### src/rtl/zstw_pkg.sv
package zstw_pkg;

  localparam int N_UNIT = 2;

  typedef enum logic {
    CMP_BELOW = 1'b0,
    CMP_ABOVE = 1'b1
  } cmp_dir_e;

  typedef enum logic {
    HIT_LEVEL = 1'b0,
    HIT_EDGE  = 1'b1
  } hit_mode_e;

endpackage

### src/rtl/zstw_decide.sv
module zstw_decide #(
  parameter int SAMPLE_W = 14
) (
  input  logic                       clk,
  input  logic                       rst_n,
  input  logic signed [SAMPLE_W-1:0] smp_i,
  input  logic signed [SAMPLE_W-1:0] thr_i,
  input  zstw_pkg::cmp_dir_e         dir_i,
  input  zstw_pkg::hit_mode_e        mode_i,
  output logic                       hit_o
);
  import zstw_pkg::*;

  logic sat;
  logic hit_d;
  logic sat_prev_q;
  logic hit_q;
  logic edge_q;

  // Qualification of the current sample; equality never qualifies.
  always_comb begin
    if (dir_i == CMP_ABOVE) sat = (smp_i > thr_i);
    else                    sat = (smp_i < thr_i);
  end

  always_comb begin
    if (mode_i == HIT_EDGE) hit_d = sat && !sat_prev_q;
    else                    hit_d = sat;
  end

  // Predecessor resets to "qualifying" so no edge is seen on the first sample.
  always_ff @(posedge clk or negedge rst_n) begin
    if (!rst_n) begin
      sat_prev_q <= 1'b1;
      hit_q      <= 1'b0;
      edge_q     <= 1'b0;
    end else begin
      sat_prev_q <= sat;
      hit_q      <= hit_d;
      edge_q     <= (mode_i == HIT_EDGE);
    end
  end

  assign hit_o = hit_q;

  AST_EDGE_ONE_SHOT: assert property (@(posedge clk) disable iff (!rst_n)
    (hit_q && edge_q) |=> !(hit_q && edge_q));

endmodule

### src/rtl/zstw_delay.sv
module zstw_delay #(
  parameter int W     = 15,
  parameter int DEPTH = 32,
  parameter int SEL_W = 6
) (
  input  logic             clk,
  input  logic             rst_n,
  input  logic [W-1:0]     din_i,
  input  logic [SEL_W-1:0] sel_i,
  output logic [W-1:0]     tap_o
);
  localparam logic [SEL_W-1:0] LAST = SEL_W'(DEPTH);

  // stage_q[j] holds the entry registered j clocks before the newest one.
  logic [W-1:0] stage_q [DEPTH+1];

  always_ff @(posedge clk or negedge rst_n) begin
    if (!rst_n) begin
      for (int j = 0; j <= DEPTH; j++) stage_q[j] <= '0;
    end else begin
      stage_q[0] <= din_i;
      for (int j = 1; j <= DEPTH; j++) stage_q[j] <= stage_q[j-1];
    end
  end

  always_comb begin
    if (sel_i > LAST) tap_o = stage_q[DEPTH];
    else              tap_o = stage_q[sel_i];
  end

endmodule

### src/rtl/zstw_window.sv
module zstw_window #(
  parameter int PRE_W = 6,
  parameter int LEN_W = 12,
  parameter int CNT_W = 13
) (
  input  logic             clk,
  input  logic             rst_n,
  input  logic             trig_i,
  input  logic [PRE_W-1:0] pre_i,
  input  logic [LEN_W-1:0] len_i,
  input  logic             retrig_i,
  output logic             emit_o,
  output logic             sop_o,
  output logic             eop_o,
  output logic             idle_o
);
  // rem_q counts samples still owed to the window, starting with the one
  // currently at the delay tap. A trigger sample lies P samples ahead of the
  // tap, so the window still covers it in trigger time while rem_q > P.
  logic [CNT_W-1:0] rem_q;
  logic [CNT_W-1:0] rem_d;
  logic             covered;
  logic             in_window;
  logic             accept;

  always_comb begin
    covered   = (rem_q != '0);
    in_window = (rem_q > CNT_W'(pre_i));
    accept    = trig_i && (retrig_i || !in_window);
    emit_o    = accept || covered;
    if (accept)       rem_d = CNT_W'(pre_i) + CNT_W'(len_i);
    else if (covered) rem_d = rem_q - CNT_W'(1);
    else              rem_d = '0;
    sop_o  = emit_o && !covered;
    eop_o  = emit_o && (rem_d == '0);
    idle_o = !emit_o;
  end

  always_ff @(posedge clk or negedge rst_n) begin
    if (!rst_n) rem_q <= '0;
    else        rem_q <= rem_d;
  end

  AST_NO_RETRIG_HOLD: assert property (@(posedge clk) disable iff (!rst_n)
    (!retrig_i && (rem_q > CNT_W'(pre_i))) |=> (rem_q == $past(rem_q) - CNT_W'(1)));

  AST_RETRIG_RELOAD: assert property (@(posedge clk) disable iff (!rst_n)
    (trig_i && retrig_i) |=> (rem_q == $past(CNT_W'(pre_i) + CNT_W'(len_i))));

endmodule

### src/rtl/zstw_top.sv
module zstw_top #(
  parameter  int SAMPLE_W = 14,
  parameter  int MAX_PRE  = 32,
  parameter  int LEN_W    = 12,
  parameter  int N_EXT    = 7,
  localparam int PRE_W    = $clog2(MAX_PRE + 1),
  localparam int N_SRC    = N_EXT + zstw_pkg::N_UNIT
) (
  input  logic                       clk,
  input  logic                       rst_n,
  input  logic signed [SAMPLE_W-1:0] smp_i,
  input  logic                       gate_en_i,
  input  logic [N_EXT-1:0]           ext_trig_i,
  input  logic                       cfg_load_i,
  input  logic signed [SAMPLE_W-1:0] cfg_thr0_i,
  input  logic signed [SAMPLE_W-1:0] cfg_thr1_i,
  input  logic [1:0]                 cfg_above_i,
  input  logic [1:0]                 cfg_edge_i,
  input  logic [N_SRC-1:0]           cfg_mask_i,
  input  logic [PRE_W-1:0]           cfg_pre_i,
  input  logic [LEN_W-1:0]           cfg_len_i,
  input  logic                       cfg_retrig_i,
  output logic                       wr_valid_o,
  output logic signed [SAMPLE_W-1:0] wr_data_o,
  output logic                       wr_sop_o,
  output logic                       wr_eop_o
);
  import zstw_pkg::*;

  localparam int               CNT_W   = $clog2(MAX_PRE + (1 << LEN_W));
  localparam int               DLY_W   = SAMPLE_W + 1;
  localparam logic [PRE_W-1:0] PRE_CAP = PRE_W'(MAX_PRE);

  // Captured configuration
  logic signed [SAMPLE_W-1:0] thr_q  [N_UNIT];
  cmp_dir_e                   dir_q  [N_UNIT];
  hit_mode_e                  mode_q [N_UNIT];
  logic [N_SRC-1:0]           mask_q;
  logic [PRE_W-1:0]           pre_q;
  logic [LEN_W-1:0]           len_q;
  logic                       retrig_q;

  logic                       win_idle;
  logic                       load_en;
  logic [PRE_W-1:0]           pre_capped;
  logic signed [SAMPLE_W-1:0] thr_in [N_UNIT];

  // Trigger path
  logic [N_UNIT-1:0] unit_hit;
  logic [N_EXT-1:0]  ext_q;
  logic [N_SRC-1:0]  src_vec;
  logic              trig;

  // Data path
  logic [DLY_W-1:0]           tap;
  logic                       tap_gate;
  logic signed [SAMPLE_W-1:0] tap_data;
  logic                       win_emit;
  logic                       win_sop;
  logic                       win_eop;
  logic                       wr_en;

  logic                       wr_valid_q;
  logic signed [SAMPLE_W-1:0] wr_data_q;
  logic                       wr_sop_q;
  logic                       wr_eop_q;

  // ---------------- configuration capture ----------------
  always_comb begin
    thr_in[0]  = cfg_thr0_i;
    thr_in[1]  = cfg_thr1_i;
    pre_capped = (cfg_pre_i > PRE_CAP) ? PRE_CAP : cfg_pre_i;
    load_en    = cfg_load_i && win_idle;
  end

  always_ff @(posedge clk or negedge rst_n) begin
    if (!rst_n) begin
      for (int u = 0; u < N_UNIT; u++) begin
        thr_q[u]  <= '0;
        dir_q[u]  <= CMP_BELOW;
        mode_q[u] <= HIT_LEVEL;
      end
      mask_q   <= '0;
      pre_q    <= '0;
      len_q    <= '0;
      retrig_q <= 1'b0;
    end else if (load_en) begin
      for (int u = 0; u < N_UNIT; u++) begin
        thr_q[u]  <= thr_in[u];
        dir_q[u]  <= cmp_dir_e'(cfg_above_i[u]);
        mode_q[u] <= hit_mode_e'(cfg_edge_i[u]);
      end
      mask_q   <= cfg_mask_i;
      pre_q    <= pre_capped;
      len_q    <= cfg_len_i;
      retrig_q <= cfg_retrig_i;
    end
  end

  // ---------------- decision units ----------------
  for (genvar g = 0; g < N_UNIT; g++) begin : g_unit
    zstw_decide #(
      .SAMPLE_W (SAMPLE_W)
    ) u_decide (
      .clk    (clk),
      .rst_n  (rst_n),
      .smp_i  (smp_i),
      .thr_i  (thr_q[g]),
      .dir_i  (dir_q[g]),
      .mode_i (mode_q[g]),
      .hit_o  (unit_hit[g])
    );
  end

  // External bits are registered alongside the unit hits of the same sample.
  always_ff @(posedge clk or negedge rst_n) begin
    if (!rst_n) ext_q <= '0;
    else        ext_q <= ext_trig_i;
  end

  always_comb begin
    src_vec = {ext_q, unit_hit};
    trig    = |(src_vec & mask_q);
  end

  // ---------------- precursor delay ----------------
  zstw_delay #(
    .W     (DLY_W),
    .DEPTH (MAX_PRE),
    .SEL_W (PRE_W)
  ) u_delay (
    .clk   (clk),
    .rst_n (rst_n),
    .din_i ({gate_en_i, smp_i}),
    .sel_i (pre_q),
    .tap_o (tap)
  );

  always_comb begin
    tap_gate = tap[DLY_W-1];
    tap_data = tap[SAMPLE_W-1:0];
  end

  // ---------------- window control ----------------
  zstw_window #(
    .PRE_W (PRE_W),
    .LEN_W (LEN_W),
    .CNT_W (CNT_W)
  ) u_window (
    .clk      (clk),
    .rst_n    (rst_n),
    .trig_i   (trig),
    .pre_i    (pre_q),
    .len_i    (len_q),
    .retrig_i (retrig_q),
    .emit_o   (win_emit),
    .sop_o    (win_sop),
    .eop_o    (win_eop),
    .idle_o   (win_idle)
  );

  // ---------------- write port ----------------
  always_comb wr_en = win_emit && tap_gate;

  always_ff @(posedge clk or negedge rst_n) begin
    if (!rst_n) begin
      wr_valid_q <= 1'b0;
      wr_sop_q   <= 1'b0;
      wr_eop_q   <= 1'b0;
    end else begin
      wr_valid_q <= wr_en;
      wr_sop_q   <= win_sop && tap_gate;
      wr_eop_q   <= win_eop && tap_gate;
    end
  end

  always_ff @(posedge clk or negedge rst_n) begin
    if (!rst_n)     wr_data_q <= '0;
    else if (wr_en) wr_data_q <= tap_data;
  end

  assign wr_valid_o = wr_valid_q;
  assign wr_data_o  = wr_data_q;
  assign wr_sop_o   = wr_sop_q;
  assign wr_eop_o   = wr_eop_q;

  AST_SOP_WITH_VALID: assert property (@(posedge clk) disable iff (!rst_n)
    wr_sop_o |-> wr_valid_o);

  AST_EOP_WITH_VALID: assert property (@(posedge clk) disable iff (!rst_n)
    wr_eop_o |-> wr_valid_o);

  AST_CFG_FROZEN: assert property (@(posedge clk) disable iff (!rst_n)
    !win_idle |=> ($stable(pre_q) && $stable(len_q) && $stable(mask_q) && $stable(retrig_q)));

  AST_PRE_CAPPED: assert property (@(posedge clk) disable iff (!rst_n)
    cfg_load_i && win_idle |=> (pre_q <= PRE_CAP));

endmodule

### config.mk
export PLATFORM = sky130hd
export DESIGN_NAME = zstw_top
export DESIGN_NICKNAME = d
export VERILOG_FILES = /design/src/rtl/zstw_pkg.sv /design/src/rtl/zstw_decide.sv /design/src/rtl/zstw_delay.sv /design/src/rtl/zstw_window.sv /design/src/rtl/zstw_top.sv
export SDC_FILE = /design/constraint.sdc
export NUM_CORES = 1
export LEC_CHECK = 0
export ABC_AREA = 0
export CAP_MARGIN = 10
export CORE_UTILIZATION = 45
export DETAILED_ROUTE_END_ITERATION = 8
export SLEW_MARGIN = 10
export SYNTH_ARGS = -nofsm -noshare
export SYNTH_HDL_FRONTEND = slang
export SYNTH_SLANG_ARGS = --single-unit
export TNS_END_PERCENT = 10
### constraint.sdc
create_clock -name clk -period 3.3 [get_ports clk]
set_input_delay 0.66 -clock clk [delete_from_list [all_inputs] [get_ports clk]]
set_output_delay 0.66 -clock clk [all_outputs]
set_load 0.05 [all_outputs]
==> results.md, run 1 <==
- Result of the run: finished, violations left
- Failing checks: DRC
- Setup skew after layout: 24.9 ps
- Synth area leader: dfrtp_1
- Critical R2R Launch: pre_q[0]
- Slew headroom: 45.4%
- Count of maximum capacitance violations: 0
- Most frequent cells after synthesis: dfrtp_1, mux4_2, mux2_2
- Post-Layout Cell Count: 1997
- Vias/cell: 5.35
- Global-route wire length before repair: 66400 um
- Number of failing setup endpoints in the final timing report: 0
- Cell row count: 80
- Share of the synthesized area in the top cell type: 68.6%
- Final Hold Vio Count: 0
- Buffers plus inverters on the worst setup path: 0
- GRT Resource Usage Total: 17.3%
- Clock slew at the register clock pins of the worst setup and hold paths: 60 ps
- Pre-CTS setup slack: 215 ps
- # placed instances: 1889
- Clk root buf: clkbuf_16
- Number of buffers inserted during clock tree synthesis: 59
- Reported leakage power: 0.0109 uW
- Beginning of the critical path: pre_q[0]
- Cells traversed along the worst timing path: ha_1, fa_1, a211o_1, o211ai_1, a21oi_1, and3_2, mux2_2, or4b_1, nor4b_2
- Count of routing violations after the opening detailed-route iteration: 653
- Hold-fix buffer count after cts: 0
- Share of flip-flops with an asynchronous set or reset: 100%
- Cell count after synthesis: 1194
- Peak supply drop: 0.000445 V
- Total negative setup slack: 0 ps
- Mean cell area of the mapped netlist: 18.2 sq um
- Routability Congestion: 0.785
- Postcts setup bufs: 0
- TritonCTS clock tree: done
- Most frequently used flop master after synthesis: dfrtp_1
- Boundary Pins: 102
- Wire length per cell after detailed routing: 20.0 um
- Std-Cell Core Area: 47600 sq um
- H-tree levels: 2
- Max stage delay on crit path: 530 ps
- Total via count after detailed routing: 10700
- Critical Path Slowest Stage Cell: or4b_1
- Worst setup path class: reg -> reg
- Nature of the critical path startpoint: flip-flop
- Layout overhead on the synthesized area: 18.2%
- Diodes inserted: 0
- Power per unit of standard cell area: 824 nW/um^2
- Sequential-to-total area share from yosys stat: 68.8%
- Setup repair after global routing missed its margin: false
- Count of nets left with antenna violations after detail routing: 0
- Final Routed Wirelength: 40000 um
- Post-route DRC: 1
- Worst Hold Class: in -> async
- Type of destination of the critical path: flip-flop
- IO buf count: 101
- Share of the cycle needed by the critical path after routing: 93.7%
- Fin nets: 1463
- Ranking of synthesized cells by area: dfrtp_1, mux4_2, mux2_2, ha_1, mux2i_1
- Vertical die dimension: 221 um
- Post-CTS resize count: 0
- Antenna violations before repair: 0
- Remaining global-route overflow: 0
- Final worst-path setup slack: 208 ps
- Drt pass-1 iters: 6
- Most numerous cell in the Yosys netlist: dfrtp_1
- Clock Sinks: 596
- Yosys cell types: 62
- Max frequency: 323 MHz
- Net count after synthesis: 1322
- Die width: 221 um
- Later-pin clock latency in the skew report: 610 ps
- Endpoint required time on the critical path: 3800 ps
- Final Critical Period: 3090 ps
- Least-Margin Pin Slew: 819 ps
- Synth warn: 0
- Number of global-route vias before repair: 11600
- Fraction of layout cells with a size suffix above 1: 25.9%
- Clk buf depth: 3
- Worst EP arrival: 3600 ps
- Area of the die: 49100 sq um
- Pin count of the biggest net entering global routing: 116
- Starting utilization of the core area: 45.5%
- Crit Path Max Fanout: 3
- Delay-heaviest family, CP: simple AND/OR/NAND/NOR gates
- Register bit total from synthesis: 596
- Count of flip-flops with a built-in enable after synthesis: 0
- Fin util: 53.8%
- Final-layout worst hold slack: 85.8 ps
- Slew Viols, Final: 0
- Synthesized cell area: 21700 sq um
- Post-DP HPWL: 24800 um
==> cell families after synthesis <==
family,Yosys count,synth area share (%)
flops,596,68.8
mux,245,20.3
simple gates,119,3.00
buf+inv,86,1.92
compound gates,85,2.61
fa+ha+maj,43,2.52
xor+xnor,20,0.808
==> routing by layer <==
layer  vias up  track usage [%]  part of all wire (%)
met1      5715             26.6                    49
met2       226             25.3                    44
met5         -                0                     0
li1       4686                -                     -
met3        64             2.82                   4.0
met4         0             5.53                   2.3
==> area by class of cell <==
| cell class | instances | area, sq um |
|---|---|---|
| multi-input cells | 512 | 6340 |
| flip-flops and latches | 596 | 14900 |
| clock buffers | 87 | 1710 |
| clock inverters | 21 | 332 |
| repair buffers | 130 | 1400 |
| inverters | 36 | 135 |
| well taps | 615 | 769 |
| fillers | 3773 | 22000 |
==> stage by stage <==
stage	area [sq um]	power, uW
4_1_cts	25600	21500
5_1_grt	25600	22200
3_3_place_gp	23600	14300
2_1_floorplan	21700	12700
3_5_place_dp	23600	14400
6_report	25600	21100
==> cells in the final DEF (no fill, tap or decap), types with 7 or more instances in the layout <==
cell type	netlist	layout
mux2i_1	25	25
clkbuf_16	0	59
nand2b_1	8	8
ha_1	42	42
clkinv_2	0	8
mux4_2	149	149
xnor2_1	12	12
inv_1	35	34
nor2_1	15	15
nand3_1	12	12
clkdlybuf4s50_1	0	100
a21o_1	11	11
o21ai_0	26	26
xor2_1	8	8
buf_4	6	16
clkbuf_8	0	13
nand2_1	43	43
nand4_1	7	7
o21a_1	7	7
bufinv_16	0	8
mux2_2	65	65
clkbuf_1	25	15
dfrtp_1	594	592
a21oi_1	13	13
buf_12	0	13
==> path summary, 6_finish.rpt <==
check | end | slack (ps) | depth (start not counted)
setup / recovery | wr_eop_o | 210 | 9
hold / removal | u_delay.stage_q[430] | 90 | 1
setup reg to reg | wr_eop_o | 210 | 9
hold reg to reg | u_delay.stage_q[201] | 350 | 0
max in group asynchronous | u_delay.stage_q[117] | 2290 | 2
min in group clk | u_delay.stage_q[201] | 350 | 0
==> worst reg2reg max path: stages (launching register included) <==
cell      delay [ps]
dfrtp_4          490
ha_1             250
fa_1             430
a211o_1          310
o211ai_1         120
a21oi_1          120
and3_2           210
mux2_2           260
or4b_1           530
nor4b_2          280
==> state kept, by name, summed over array words and instances (netlist names) <==
| name | count |
|---|---|
| thr_q | 28 |
| g_unit.u_decide.sat_prev_q | 2 |
| dir_q | 2 |
| len_q | 12 |
| g_unit.u_decide.hit_o | 2 |
| wr_sop_o | 1 |
| mask_q | 9 |
| pre_q | 6 |
| wr_eop_o | 1 |
| u_window.rem_q | 13 |
| ext_q | 7 |
| u_delay.stage_q | 495 |
| mode_q | 2 |
| wr_valid_o | 1 |
| retrig_q | 1 |
| wr_data_o | 14 |
==> power by group <==
part	total, uW	internal [uW]	leakage, uW	switching [uW]
sequential	8710	8140	0.00702	573
combinational	5450	2730	0.00290	2720
clock	6950	4210	0.000997	2740
total	21100	15100	0.0109	6030
Note: power is estimated with default switching activity, not from simulation.
==> run 2: changes to the inputs <==
--- a/config.mk
+++ b/config.mk
@@ -9,6 +9,7 @@
 export CAP_MARGIN = 10
 export CORE_UTILIZATION = 45
 export DETAILED_ROUTE_END_ITERATION = 8
+export PLACE_DENSITY = 0.67
 export SLEW_MARGIN = 10
 export SYNTH_ARGS = -nofsm -noshare
 export SYNTH_HDL_FRONTEND = slang
==> run 2 against run 1 <==
The run now ends clean; clock power is 6.3% lower; via count up 0.20%; largest power group unchanged; count of clock-buffer cells in the layout unchanged; final area fell by 0.57%; die area unchanged; critical path type unchanged; core utilization shrank 0.30 points; critical path depth unchanged; combinational power grew 0.9%.
==> results.md, run 2 (synthesis gave the netlist of run 1 again) <==
- Vias/cell: 5.35 (-0.10%)
- Area of the die: 49100 sq um (unchanged)
- Slew headroom: 44.9% (-0.46 points)
- Cell row count: 80 (unchanged)
- Count of routing violations after the opening detailed-route iteration: 736 (+13%)
- Switch share: 29.2% (+0.64 points)
- Endpoint of the most critical register-to-register path: wr_eop_o
- Routing usage on met2: 25.9% (+0.63 points)
- Std-Cell Core Area: 47600 sq um (unchanged)
- Post-route DRC: 0 (-1)
- Post-CTS resize count: 0 (unchanged)
- Starting utilization of the core area: 45.5% (unchanged)
- Worst EP arrival: 3610 ps (about the same)
- Cell area after layout: 25500 sq um (-0.57%)
- Critical R2R Launch: pre_q[0]
- Combinational fraction of design power: 26.5% (+0.7 points)
- Least-Margin Pin Slew: 826 ps (+6.85 ps)
- Most frequent standard cell in the layout excluding fill and tap cells: dfrtp_1
- Clock Sinks: 596 (unchanged)
- TritonCTS clock tree: done
- Hold-fix buffer count after cts: 0 (unchanged)
- NetSw: 6050 uW (+0.28%)
- Later-pin clock latency in the skew report: 610 ps (about the same)
- Slew Viols, Final: 0 (unchanged)
- Layout overhead on the synthesized area: 17.5%
- Post-DP HPWL: 25200 um (+1.5%)
- Crit Path Max Fanout: 3 (unchanged)
- Final Hold Vio Count: 0 (unchanged)
- Global-route wire length before repair: 66500 um (about the same)
- Post-DP Area: 23600 sq um (about the same)
- Postcts setup bufs: 0 (unchanged)
- Antenna violations before repair: 0 (unchanged)
- Max frequency: 322 MHz (-0.31%)
- Peak supply drop: 0.000558 V (+25%)
- Clock power share: 31.4% (-1.5 points)
- Number of failing setup endpoints in the final timing report: 0 (unchanged)
- IO buf count: 101 (unchanged)
- Fin nets: 1468 (+0.34%)
- Worst Hold Class: in -> async
- Remaining global-route overflow: 0 (unchanged)
- Sequential share of power: 42.0% (+0.7 points)
- Total via count after detailed routing: 10700 (+0.20%)
- Wire length per cell after detailed routing: 20.1 um (+0.69%)
- Setup repair after global routing missed its margin: false
- Number of flip-flops in the largest register: 495 (unchanged)
- Number of global-route vias before repair: 11900 (+2.0%)
- M3 GR Usage: 3.44% (+0.62 points)
- Routability Congestion: 0.810 (+3.1%)
- Power per unit of standard cell area: 813 nW/um^2 (-1.4%)
- Count of nets left with antenna violations after detail routing: 0 (unchanged)
- Flop2flop setup slack: 200 ps (about the same)
- Worst setup path class: reg -> reg
- Nature of the critical path startpoint: flip-flop
- P_int: 14700 uW (-2.8%)
- Type of destination of the critical path: flip-flop
- Endpoint required time on the critical path: 3810 ps (about the same)
- Number of cells on the worst reg-to-reg path: 9 (unchanged)
- Boundary Pins: 102 (unchanged)
- Most used cells in the layout excluding fill and tap cells: dfrtp_1, mux4_2, clkdlybuf4s50_1, mux2_2, clkbuf_16
- Pre-CTS setup slack: 227 ps (+11.2 ps)
- Biggest register: u_delay.stage_q
- Clock slew at the register clock pins of the worst setup and hold paths: 70 ps (about the same)
- Share of the cycle needed by the critical path after routing: 94.0% (+0.30 points)
- Setup skew after layout: 14.0 ps (-10.9 ps)
- Fraction of layout cells with a size suffix above 1: 26.2% (+0.34 points)
- GRT Resource Usage Total: 17.3% (about the same)
- Clk root buf: clkbuf_16
- Vertical die dimension: 221 um (unchanged)
- Filler cell count: 3735 (-1.0%)
- Reported leakage power: 0.0109 uW (-0.49%)
- Final Routed Wirelength: 40300 um (+1.0%)
- Total negative setup slack: 0 ps (unchanged)
- H-tree levels: 2 (unchanged)
- Final worst-path setup slack: 198 ps (-9.74 ps)
- Clk buf depth: 3 (unchanged)
- Number of buffers inserted during clock tree synthesis: 57 (-3.4%)
- Pin count of the biggest net entering global routing: 117 (+0.86%)
- GR met1 Demand/Resource: 26.3% (-0.36 points)
- Count of maximum capacitance violations: 0 (unchanged)
- Result of the run: completed
- GRT busiest layer: met1
- Final Critical Period: 3100 ps (+9.74 ps)
- Drt pass-1 iters: 4 (-2)
- Die width: 221 um (unchanged)
## run 2: metrics by stage
step	hold WS, ps	std cells	util, %	total power [uW]
2_1_floorplan	349	1194	-	12700
3_3_place_gp	351	1896	49.4	14200
3_5_place_dp	354	1896	49.4	14400
4_1_cts	91.9	2002	53.4	21000
5_1_grt	128	2002	53.4	21800
6_report	75.2	2003	53.5	20700
## run 2: how the worst max path moves through the flow
stage                          endpoint     start  cells after the start
2_1_floorplan                  wr_eop_o  pre_q[4]                     12
3_3_place_gp   g_unit[1].u_decide.hit_o  smp_i[7]                      9
3_5_place_dp                   wr_eop_o  pre_q[0]                      9
4_1_cts                        wr_eop_o  pre_q[0]                      9
5_1_grt                        wr_eop_o  pre_q[0]                      9
6_report                       wr_eop_o  pre_q[0]                      9
## run 2: power by group through the flow
stage          Sequential [uW]  Clock (uW)  Combinational [uW]
2_1_floorplan             8960           0                3740
3_3_place_gp              8790           0                5450
3_5_place_dp              8830           0                5550
4_1_cts                   8710        6700                5590
5_1_grt                   8810        6970                6000
6_report                  8700        6510                5500
## run 2: final cells by class
| class | instances | area [sq um] | area share [%] |
|---|---|---|---|
| Clock buffer | 87 | 1700 | 6.67 |
| Tap cell | 615 | 769 | 3.02 |
| Multi-Input combinational cell | 512 | 6340 | 24.9 |
| Antenna cell | 1 | 2.50 | 0.00983 |
| Clock inverter | 19 | 206 | 0.811 |
| Sequential cell | 596 | 14900 | 58.6 |
| Timing Repair Buffer | 137 | 1390 | 5.44 |
| Inverter | 36 | 135 | 0.531 |
## run 2: critical path: stages (launching register included)
cell and delay [ps]:
dfrtp_4 480, ha_1 250, fa_1 440, a211o_1 310
o211ai_1 130, a21oi_1 130, and3_2 210, mux2_2 260
or4b_1 540, nor4b_2 270
## run 2: routing by layer
layer  part of all wire, %  vias to the layer above
li1                      -                     4679
met1                    48                     5774
met2                    46                      210
met3                   4.2                       49
met4                   1.6                        0
met5                     0                        -
==> run 3: changes to the inputs <==
--- a/config.mk
+++ b/config.mk
@@ -6,10 +6,12 @@
 export NUM_CORES = 1
 export LEC_CHECK = 0
 export ABC_AREA = 0
-export CAP_MARGIN = 10
+export CAP_MARGIN = 20
 export CORE_UTILIZATION = 45
+export CTS_CLUSTER_DIAMETER = 200
 export DETAILED_ROUTE_END_ITERATION = 8
 export PLACE_DENSITY = 0.67
+export REMOVE_ABC_BUFFERS = 1
 export SLEW_MARGIN = 10
 export SYNTH_ARGS = -nofsm -noshare
 export SYNTH_HDL_FRONTEND = slang
==> run 3 against run 2 <==
Core utilization is 0.14 points higher; largest power group unchanged; final cell count is 0.45% lower; final area is 0.27% higher; largest cell class unchanged; wire length is 0.57% higher; sequential cell count stayed put; clock skew hardly changed; critical path type unchanged; clock power is 3% higher; hold slack better by 15 ps; sequential share of layout area is 0.16 points lower; sequential power is 0.5% higher; register-to-register slack better by 50 ps.
==> results.md, run 3 (synthesis gave the netlist of run 1 again) <==
- Least-Margin Pin Slew: 738 ps (-88.5 ps)
- Fin nets: 1459 (-0.61%)
- Later-pin clock latency in the skew report: 600 ps (about the same)
- Starting utilization of the core area: 45.5% (unchanged)
- Worst EP arrival: 3560 ps (-50 ps)
- Number of buffers inserted during clock tree synthesis: 57 (unchanged)
- Post-layout total power: 20900 uW (+0.86%)
- Final-layout worst hold slack: 89.8 ps (+14.6 ps)
- Final Routed Wirelength: 40600 um (+0.57%)
- Post-DP HPWL: 25400 um (+0.66%)
- H-tree levels: 2 (unchanged)
- Post-route DRC: 0 (unchanged)
- Endpoint required time on the critical path: 3810 ps (about the same)
- TritonCTS clock tree: done
- Peak supply drop: 0.000467 V (-16%)
- Routability Congestion: 0.772 (-4.7%)
- Post-DP Area: 23600 sq um (about the same)
- Remaining global-route overflow: 0 (unchanged)
- Nature of the critical path startpoint: flip-flop
- Clk root buf: clkbuf_16
- Fraction of layout cells with a size suffix above 1: 25.6% (-0.61 points)
- Final Hold Vio Count: 0 (unchanged)
- Post-CTS resize count: 0 (unchanged)
- Total via count after detailed routing: 10600 (-1.3%)
- Worst Hold Class: in -> async
- Slew headroom: 50.8% (+5.9 points)
- Postcts setup bufs: 0 (unchanged)
- Met3 routed wirelength: 1630 um (-3.4%)
- Count of maximum capacitance violations: 0 (unchanged)
- Number of failing setup endpoints in the final timing report: 0 (unchanged)
- Most frequent standard cell in the layout excluding fill and tap cells: dfrtp_1
- Number of global-route vias before repair: 11800 (-0.51%)
- Boundary Pins: 102 (unchanged)
- Vias/cell: 5.30 (-0.86%)
- Die width: 221 um (unchanged)
- Length of routed met2 wiring: 19600 um (+5.4%)
- Final Critical Period: 3060 ps (-45.1 ps)
- Global-route wire length before repair: 67400 um (+1.4%)
- Vertical die dimension: 221 um (unchanged)
- Hold-fix buffer count after cts: 0 (unchanged)
- Pin count of the biggest net entering global routing: 117 (unchanged)
- Slew Viols, Final: 0 (unchanged)
- Register area: 14900 sq um (unchanged)
- Pre-CTS setup slack: 233 ps (+5.87 ps)
- Setup skew after layout: 14.3 ps (+0.314 ps)
- Type of destination of the critical path: flip-flop
- Clock slew at the register clock pins of the worst setup and hold paths: 60 ps (about the same)
- Clock Sinks: 596 (unchanged)
- Reported leakage power: 0.0109 uW (+0.19%)
- Wire length per cell after detailed routing: 20.4 um (+1.0%)
- Top routing layer in use: met5
- Area of the die: 49100 sq um (unchanged)
- Total negative setup slack: 0 ps (unchanged)
- Biggest register: u_delay.stage_q
- GRT Resource Usage Total: 17.6% (+0.30 points)
- Setup repair after global routing missed its margin: false
- Most used cells in the layout excluding fill and tap cells: dfrtp_1, mux4_2, clkdlybuf4s50_1, mux2_2, clkbuf_16
- Total area of multi-input combinational cells: 6340 sq um (unchanged)
- Final worst-path setup slack: 244 ps (+45.1 ps)
- Drt pass-1 iters: 6 (+2)
- Antenna violations before repair: 5 (+5)
- Layout overhead on the synthesized area: 17.8%
- Power per unit of standard cell area: 818 nW/um^2 (+0.59%)
- Cell area after layout: 25500 sq um (+0.27%)
- Filler cell count: 3713 (-0.59%)
- Worst setup path class: reg -> reg
- Result of the run: completed
- Share of the cycle needed by the critical path after routing: 92.6% (-1.4 points)
- DRT met1 WL: 18500 um (-4.6%)
- Max frequency: 327 MHz (+1.5%)
- IO buf count: 101 (unchanged)
- Crit Path Max Fanout: 3 (unchanged)
- Count of routing violations after the opening detailed-route iteration: 588 (-20%)
- Cell row count: 80 (unchanged)
- Clk buf depth: 3 (unchanged)
- Number of flip-flops in the largest register: 495 (unchanged)
- Count of nets left with antenna violations after detail routing: 0 (unchanged)
- Std-Cell Core Area: 47600 sq um (unchanged)
## run 3: cell types whose count changed in the layout (fill, tap and decap cells not counted), moves of 3 or more
cell and change:
buf_4 -15, buf_12 +6, bufinv_16 +3, clkinvlp_4 -4
## run 3: path summary, 6_finish.rpt
path / from / to / slack (ps) / depth (start not counted)
worst min register to register: u_delay.stage_q[401] / u_delay.stage_q[386] / 360 / 0
worst max-delay path: pre_q[0] / wr_eop_o / 240 / 9
max in group asynchronous: rst_n / u_delay.stage_q[154] / 2320 / 2
worst min-delay path: rst_n / u_delay.stage_q[279] / 90 / 1
worst max register to register: pre_q[0] / wr_eop_o / 240 / 9
min in group clk: u_delay.stage_q[401] / u_delay.stage_q[386] / 360 / 0
## run 3: layout make-up
cell class / count / area share (%)
Inverter: 36 / 0.529
Antenna cell: 2 / 0.0196
Tap cell: 615 / 3.01
Sequential cell: 596 / 58.4
Clock buffer: 88 / 6.67
Multi-Input combinational cell: 512 / 24.8
Clock inverter: 17 / 1.02
Timing Repair Buffer: 128 / 5.46
## run 3: report_power, final
part	leakage (uW)	internal, uW	switching [uW]
combinational	0.00290	2740	2700
clock	0.000970	4010	2690
sequential	0.00702	8140	599
## run 3: routing by layer
layer  GRT usage [%]  up-vias
li1                -     4658
met1            25.0     5662
met2            28.0      180
met3            3.40       66
met4            4.95        6
met5               0        -
## run 3: worst max-delay path: stages (launching register included)
cell      delay, ps
dfrtp_4         470
ha_1            250
fa_1            430
a211o_1         300
o211ai_1        110
a21oi_1         120
and3_2          210
mux2_2          270
or4b_1          530
nor4b_2         280
## run 3: per-stage QoR
stage | instances | util, %
finish | 1994 | 53.6
global route | 1993 | 53.6
CTS | 1992 | 53.6
detailed placement | 1887 | 49.5
global placement | 1887 | 49.5
floorplan | 1144 | -
